==> config.mk <==
export PLATFORM = sky130hd
export DESIGN_NAME = prot_range_guard
export DESIGN_NICKNAME = d
export VERILOG_FILES = /design/src/rtl/prg_pkg.sv /design/src/rtl/prg_regs.sv /design/src/rtl/prg_match.sv /design/src/rtl/prg_policy.sv /design/src/rtl/prot_range_guard.sv
export SDC_FILE = /design/constraint.sdc
export NUM_CORES = 1
export LEC_CHECK = 0
export ABC_AREA = 1
export BUFFER_PORTS_ARGS = -buffer_cell sky130_fd_sc_hd__clkbuf_2
export CORE_MARGIN = 2
export CORE_UTILIZATION = 40
export DETAILED_ROUTE_END_ITERATION = 16
export GPL_TIMING_DRIVEN = 1
export PLACE_DENSITY_LB_ADDON = 0.2
export SLEW_MARGIN = 10
export SYNTH_ARGS = -nofsm -noshare
export SYNTH_HDL_FRONTEND = slang
export SYNTH_SLANG_ARGS = --single-unit
==> constraint.sdc <==
create_clock -name clk_i -period 2.16 [get_ports clk_i]
set_input_delay 0 -clock clk_i [delete_from_list [all_inputs] [get_ports clk_i]]
set_output_delay 0 -clock clk_i [all_outputs]
set_load 0.02 [all_outputs]
==> src/rtl/prg_pkg.sv <==
package prg_pkg;
  typedef enum logic [7:0] {
    MT_UC = 8'h00,
    MT_WC = 8'h01,
    MT_WT = 8'h04,
    MT_WP = 8'h05,
    MT_WB = 8'h06
  } mem_type_e;

  localparam int TYPE_W    = 8;
  localparam int VALID_BIT = 11;
endpackage

==> src/rtl/prg_regs.sv <==
module prg_regs #(
  parameter int ADDR_W = 32
) (
  input  logic              clk_i,
  input  logic              rst_ni,
  input  logic              mgmt_mode_i,
  input  logic              cfg_we_i,
  input  logic              cfg_sel_i,
  input  logic [ADDR_W-1:0] cfg_wdata_i,
  output logic [ADDR_W-1:0] base_o,
  output logic [ADDR_W-1:0] mask_o
);
  logic [ADDR_W-1:0] base_q, mask_q;
  logic wr_ok;

  // privileged writes only
  assign wr_ok = cfg_we_i & mgmt_mode_i;

  always_ff @(posedge clk_i or negedge rst_ni) begin
    if (!rst_ni) begin
      base_q <= '0;
      mask_q <= '0;
    end else if (wr_ok) begin
      if (cfg_sel_i) mask_q <= cfg_wdata_i;
      else           base_q <= cfg_wdata_i;
    end
  end

  assign base_o = base_q;
  assign mask_o = mask_q;
endmodule

==> src/rtl/prg_match.sv <==
module prg_match #(
  parameter int ADDR_W     = 32,
  parameter int PAGE_SHIFT = 12
) (
  input  logic [ADDR_W-1:0]            addr_i,
  input  logic [ADDR_W-1:PAGE_SHIFT]   base_addr_i,
  input  logic [ADDR_W-1:PAGE_SHIFT]   mask_addr_i,
  input  logic                         valid_i,
  output logic                         match_o
);
  localparam int CMP_W = ADDR_W - PAGE_SHIFT;
  logic [CMP_W-1:0] bit_miss;

  for (genvar i = 0; i < CMP_W; i++) begin : g_cmp
    assign bit_miss[i] = mask_addr_i[PAGE_SHIFT+i] &
                         (addr_i[PAGE_SHIFT+i] ^ base_addr_i[PAGE_SHIFT+i]);
  end

  assign match_o = valid_i & ~|bit_miss;
endmodule

==> src/rtl/prg_policy.sv <==
module prg_policy
  import prg_pkg::*;
#(
  parameter int DATA_W = 64
) (
  input  logic              clk_i,
  input  logic              rst_ni,
  input  logic              mgmt_mode_i,
  input  logic              acc_valid_i,
  input  logic              acc_write_i,
  input  logic              match_i,
  input  logic [TYPE_W-1:0] range_type_i,
  input  logic [TYPE_W-1:0] dflt_type_i,
  input  logic [DATA_W-1:0] mem_rdata_i,
  output logic              hit_o,
  output logic              allow_o,
  output logic [TYPE_W-1:0] mem_type_o,
  output logic [DATA_W-1:0] rdata_o,
  output logic              violation_o
);
  logic deny, viol_q;

  assign hit_o = acc_valid_i & match_i;
  assign deny  = hit_o & ~mgmt_mode_i;

  always_comb begin
    allow_o    = 1'b1;
    mem_type_o = dflt_type_i;
    rdata_o    = mem_rdata_i;
    if (hit_o) begin
      if (mgmt_mode_i) begin
        mem_type_o = range_type_i;
      end else begin
        allow_o    = 1'b0;
        mem_type_o = TYPE_W'(MT_UC);
        if (!acc_write_i) rdata_o = {DATA_W{1'b1}};
      end
    end
  end

  always_ff @(posedge clk_i or negedge rst_ni) begin
    if (!rst_ni) viol_q <= 1'b0;
    else         viol_q <= deny;
  end

  assign violation_o = viol_q;
endmodule

==> src/rtl/prot_range_guard.sv <==
module prot_range_guard
  import prg_pkg::*;
#(
  parameter int ADDR_W     = 32,
  parameter int DATA_W     = 64,
  parameter int PAGE_SHIFT = 12
) (
  input  logic              clk_i,
  input  logic              rst_ni,
  input  logic              mgmt_mode_i,
  input  logic              acc_valid_i,
  input  logic              acc_write_i,
  input  logic [ADDR_W-1:0] acc_addr_i,
  input  logic [7:0]        dflt_type_i,
  input  logic [DATA_W-1:0] mem_rdata_i,
  input  logic              cfg_we_i,
  input  logic              cfg_sel_i,
  input  logic [ADDR_W-1:0] cfg_wdata_i,
  output logic              hit_o,
  output logic              allow_o,
  output logic [7:0]        mem_type_o,
  output logic [DATA_W-1:0] rdata_o,
  output logic              violation_o
);
  logic [ADDR_W-1:0] base_w, mask_w;
  logic              match_w;

  prg_regs #(.ADDR_W(ADDR_W)) u_regs (
    .clk_i       (clk_i),
    .rst_ni      (rst_ni),
    .mgmt_mode_i (mgmt_mode_i),
    .cfg_we_i    (cfg_we_i),
    .cfg_sel_i   (cfg_sel_i),
    .cfg_wdata_i (cfg_wdata_i),
    .base_o      (base_w),
    .mask_o      (mask_w)
  );

  prg_match #(.ADDR_W(ADDR_W), .PAGE_SHIFT(PAGE_SHIFT)) u_match (
    .addr_i      (acc_addr_i),
    .base_addr_i (base_w[ADDR_W-1:PAGE_SHIFT]),
    .mask_addr_i (mask_w[ADDR_W-1:PAGE_SHIFT]),
    .valid_i     (mask_w[VALID_BIT]),
    .match_o     (match_w)
  );

  prg_policy #(.DATA_W(DATA_W)) u_policy (
    .clk_i        (clk_i),
    .rst_ni       (rst_ni),
    .mgmt_mode_i  (mgmt_mode_i),
    .acc_valid_i  (acc_valid_i),
    .acc_write_i  (acc_write_i),
    .match_i      (match_w),
    .range_type_i (base_w[TYPE_W-1:0]),
    .dflt_type_i  (dflt_type_i),
    .mem_rdata_i  (mem_rdata_i),
    .hit_o        (hit_o),
    .allow_o      (allow_o),
    .mem_type_o   (mem_type_o),
    .rdata_o      (rdata_o),
    .violation_o  (violation_o)
  );
endmodule

; ---- Word-level counts from Yosys, hierarchy flattened
; Cells that the tools add are included.
; W data, S select, Z words.
[totals]
mem_count = 0
mem_bits_ro = 0
ff_bits = 65
mem_bits_rw = 0
latch_bits = 0
[op_classes]
n_eq_ne = 0
order_cmp = 0
n_shift = 0
n_bitwise = 46
n_div = 0
mul = 0
n_mux = 7
addsub = 0
reduce_logical = 4
[ops]
columns = cell, count
row1 = $mux W64, 3
row2 = $and A1 B1 Y1, 24
row3 = $reduce_or A20 Y1, 1
row4 = $xor A1 B1 Y1, 20
row5 = $mux W8, 2
row6 = $reduce_and A2 Y1, 2
row7 = $mux W1, 2
row8 = $not A1 Y1, 2
row9 = $logic_not A1 Y1, 1

; ---- Longest topological paths before layout
[depth]
depth_word = 7
depth_mapped = 10
mapped_depth_nobuf = 10

; ---- Hierarchy
; Synthesis repeated with hierarchy kept, for this count alone.
[unflattened]
hier_cells = 549
area_unflattened_um2 = 3803.6
[modules_own_cells]
columns = module, area_each_um2, n_inst, cells_each, seq_area_each_um2
row1 = prg_regs, 2641.3, 1, 286, 1601.5
row2 = prg_policy, 768.2, 1, 167, 25.0
row3 = prg_match, 394.1, 1, 96, 0.0

; ---- Least setup slack after synthesis
; Ideal clock, no wire load.
[synth_timing]
kind = flip-flop to output port
start = register u_regs.base_q[18], in the netlist u_regs.base_o[18]
end = output port rdata_o[10]
path_stages_with_launch = 11
required_ns = 2.160
arrival_time_ns = 1.362
path_slack_ns = 0.798
cell_sequence = dfrtp_1 -> nor2_1 -> nor2_1 -> nand2_1 -> nand2_1 -> nor2_1 -> nand2_1 -> nor2_2 -> nand3_4 -> buf_6 -> nand2_1
[synth_via]
elab_chain_len = 7
[synth_lines]
columns = element, line_no
row1 = start: declaration, prg_regs.sv:13  ; logic [ADDR_W-1:0] base_q, mask_q;
row2 = start signal: assignment, prg_regs.sv:25  ; else base_q <= cfg_wdata_i;
row3 = $xor A1 B1 Y1, prg_match.sv:16  ; (addr_i[PAGE_SHIFT+i] ^ base_addr_i[PAGE_SHIFT+i]);
row4 = $and A1 B1 Y1, prg_match.sv:15  ; assign bit_miss[i] = mask_addr_i[PAGE_SHIFT+i] &
row5 = $reduce_or A20 Y1, prg_match.sv:19  ; assign match_o = valid_i & ~|bit_miss;
row6 = $logic_not A1 Y1, prg_match.sv:19
row7 = $and A1 B1 Y1, prg_match.sv:19
row8 = $and A1 B1 Y1, prg_policy.sv:23  ; assign hit_o = acc_valid_i & match_i;
row9 = $mux W64, prg_policy.sv:30  ; if (hit_o) begin
row10 = end: declaration, prot_range_guard.sv:22  ; output logic [DATA_W-1:0] rdata_o,
; No other way between the ends.

; ---- Worst setup path after layout
[layout_timing]
start = register u_regs.base_q[27], in the netlist u_regs.base_o[27]
end = output port rdata_o[6]
; The elaborated chain is that of the path after synthesis.

==> flow_summary.ini <==
[timing]
hold_viol = 0
layout_setup_ws_ns = 0.161
setup_viol = 0
skew_ns = 0.00502
finalCritPeriodShare_pct = 92.5
worst_pin_slew_ns = 0.466
period_minus_slack_ns = 2.00
max_slew_margin_pct = 69.0
drv_slew = 0
timing.fmax_mhz = 500
rsz0062_at_grt = yes

[place]
place_area_um2 = 4320
dp_hpwl_um = 8560
port-buffer-count = 202
place_inst = 801
gp_congestion = 0.843
post-place-ws_ns = 0.312

[drt]
wirelength_um = 10700
vias = 3698
drc = 0
wl_per_cell_um = 12.7
routed_via_density = 4.40
ant_nets = 0
drt-pass1-iter-count = 4
first_iter_violations = 155

[cells_and_area]
antenna_cells = 0
nets = 881
design_area_um2 = 4770
areaGrowthSynthToFinish_pct = 46.9
fin_util_pct = 61.1
drive_gt1_share_pct = 33.0
layout.cells.non_filler = 841

[floorplan]
fp-row-count = 32
initial_core_util_pct = 41.6
die-area_um2 = 8850
die_h_um = 94.1
dieWidth_um = 94.1
core_area_um2 = 7810
pin_count = 218

[synthesis]
ys_ff_latch = 50
yosys.area.top_type = dfrtp_1
synth_top_area_share_pct = 38.5
synth-seq-area-share_pct = 38.5
ys_warn_count = 0
syn_nets = 650
synth_cell_types = 17
syn_avg_cell_area_um2 = 6.40
syn_inst = 507
synth_area_leaders = dfrtp_1 (39%), nand2_1 (21%), inv_1 (16%)
netlist_area_um2 = 3250

[power_and_ir_drop]
p_leak_nw = 3.21
total_power_mw = 2.69
vdd.ir_drop.worst_v = 0.000459
powerDensity_nw_per_um2 = 564

[worst_setup_path]
cp_max_fo = 8
critPathCaptureType = output pin
worst-path-buf-inv = 3
worstSetupStartpointType = flip-flop
crit_chain = inv_1 -> nand2_1 -> nand3_1 -> nand2_1 -> nand3b_1 -> nor2_4 -> nand3_4 -> buf_4 -> nand2_1 -> clkbuf_2
criticalPathCategory = reg2out
path_common_cell = nand2_1
arrival_ns = 2.00
cp.required_ns = 2.16
crit_family = simple AND/OR/NAND/NOR gates
slowest_delay_ns = 0.40
slowest_stage = dfrtp_1

[grt]
first_global_vias = 3471
grt_pass1_wl_um = 16500
track_usage_pct = 23.9
grt_antenna_before_repair = 0
grt-ovfl-total = 0
grt_max_degree = 49

[clock_tree]
cts_made_buffers = 5
cts_buffer_depth = 2
clk_pin_slew_ns = 0.09
clkSinkCount = 50
clock_latency_ns = 0.30
cts_tree = yes
h-tree-depth = 2
root_buffer = clkbuf_8

[run_status]
status = finished, final reports clean

[worst_hold_path]
min_path_type = in2reg

[run]
maxCapViolations = 0
cell usage after synthesis:
cell type and number:
clkbuf_1 9, dfrtp_1 50, or2_1 1, buf_2 1, nor2_1 28, inv_1 136, nand3_1 27, nand3_4 2
nand2_1 182, o21ai_0 40, nor2_2 1, nand2_2 10, nand4_1 1, nand3b_1 2, buf_6 6, nor2_4 2
mux2_2 9
sequential cells by signal (all words and copies together), names as in the netlist:
register,cells
u_regs.mask_o,21
u_policy.violation_o,1
u_regs.base_o,28
repair_timing:
item,CTS,global route
pin swaps,0,1
endpoints found under the setup margin,19,68
hold endpoints to repair,64,0
buffers inserted,1,0
resized for setup,0,10
cloned,1,0
hold buffers,30,0
path summary, 6_finish.rpt:
path	end	slack, ns	depth (start not counted)	from
setup / recovery	rdata_o[6]	0.16	10	u_regs.base_o[27]$_DFFE_PN0P_
hold / removal	u_policy.violation_o$_DFF_PN0_	0.07	2	mgmt_mode_i
setup reg to reg	u_policy.violation_o$_DFF_PN0_	0.69	6	u_regs.base_o[30]$_DFFE_PN0P_
hold reg to reg	u_regs.mask_o[18]$_DFFE_PN0P_	0.50	2	u_regs.mask_o[18]$_DFFE_PN0P_
max in group asynchronous	u_regs.mask_o[23]$_DFFE_PN0P_	1.22	3	rst_ni
min in group asynchronous	u_regs.mask_o[27]$_DFFE_PN0P_	0.15	2	rst_ni
area by class of cell:
class	instances	area (um^2)
well taps	102	128
repair buffers	239	1380
inverters	136	510
multi-input cells	306	1400
flip-flops and latches	50	1250
clock inverters	1	8.76
clock buffers	7	96.3
fillers	752	3040
through the flow:
step,setup TNS (ns),hold slack (ns)
4_1_cts,0,0.0616
2_1_floorplan,0,-0.296
3_5_place_dp,0,-0.0556
3_3_place_gp,0,-0.0578
5_1_grt,-0.0335,0.0954
6_report,0,0.0722
cell usage in the layout, fill, tap and decap left out:
cell type	synthesis	routed
nand2_1	182	182
buf_4	0	5
mux2_2	9	9
nand3b_1	2	2
nor2_2	1	2
nand3_2	0	1
nand4_1	1	1
clkbuf_8	0	7
nand3_1	27	27
inv_1	136	136
clkbuf_2	0	199
dfrtp_1	50	50
nor2_4	2	3
nand3_4	2	2
nand2_2	10	10
clkbuf_4	0	2
or2_1	1	1
dlygate4sd3_1	0	30
buf_6	6	2
buf_2	1	1
nor2_1	28	26
clkinv_4	0	1
o21ai_0	40	40
cell families (layout without fill, tap and decap cells):
logic type / Yosys count / in the layout / synth area share (%)
simple gates: 256 / 257 / 33.2
compound gates: 40 / 40 / 6.17
mux: 9 / 9 / 3.12
buf+inv: 152 / 383 / 19.0
flops: 50 / 50 / 38.5
per-layer routing:
metal / share of wire [%] / global-route usage, %
met1: 39 / 27.7
met4: 2.6 / 7.25
met3: 8.7 / 6.74
met5: 0 / 0
met2: 50 / 42.6
where the power goes:
group          internal, mW  switching [mW]  total, mW
Clock                 0.294           0.318      0.612
Sequential             1.09          0.0914       1.18
Combinational         0.375           0.524      0.899
Total                  1.76           0.933       2.69
Power figures use the tool's default switching activity.
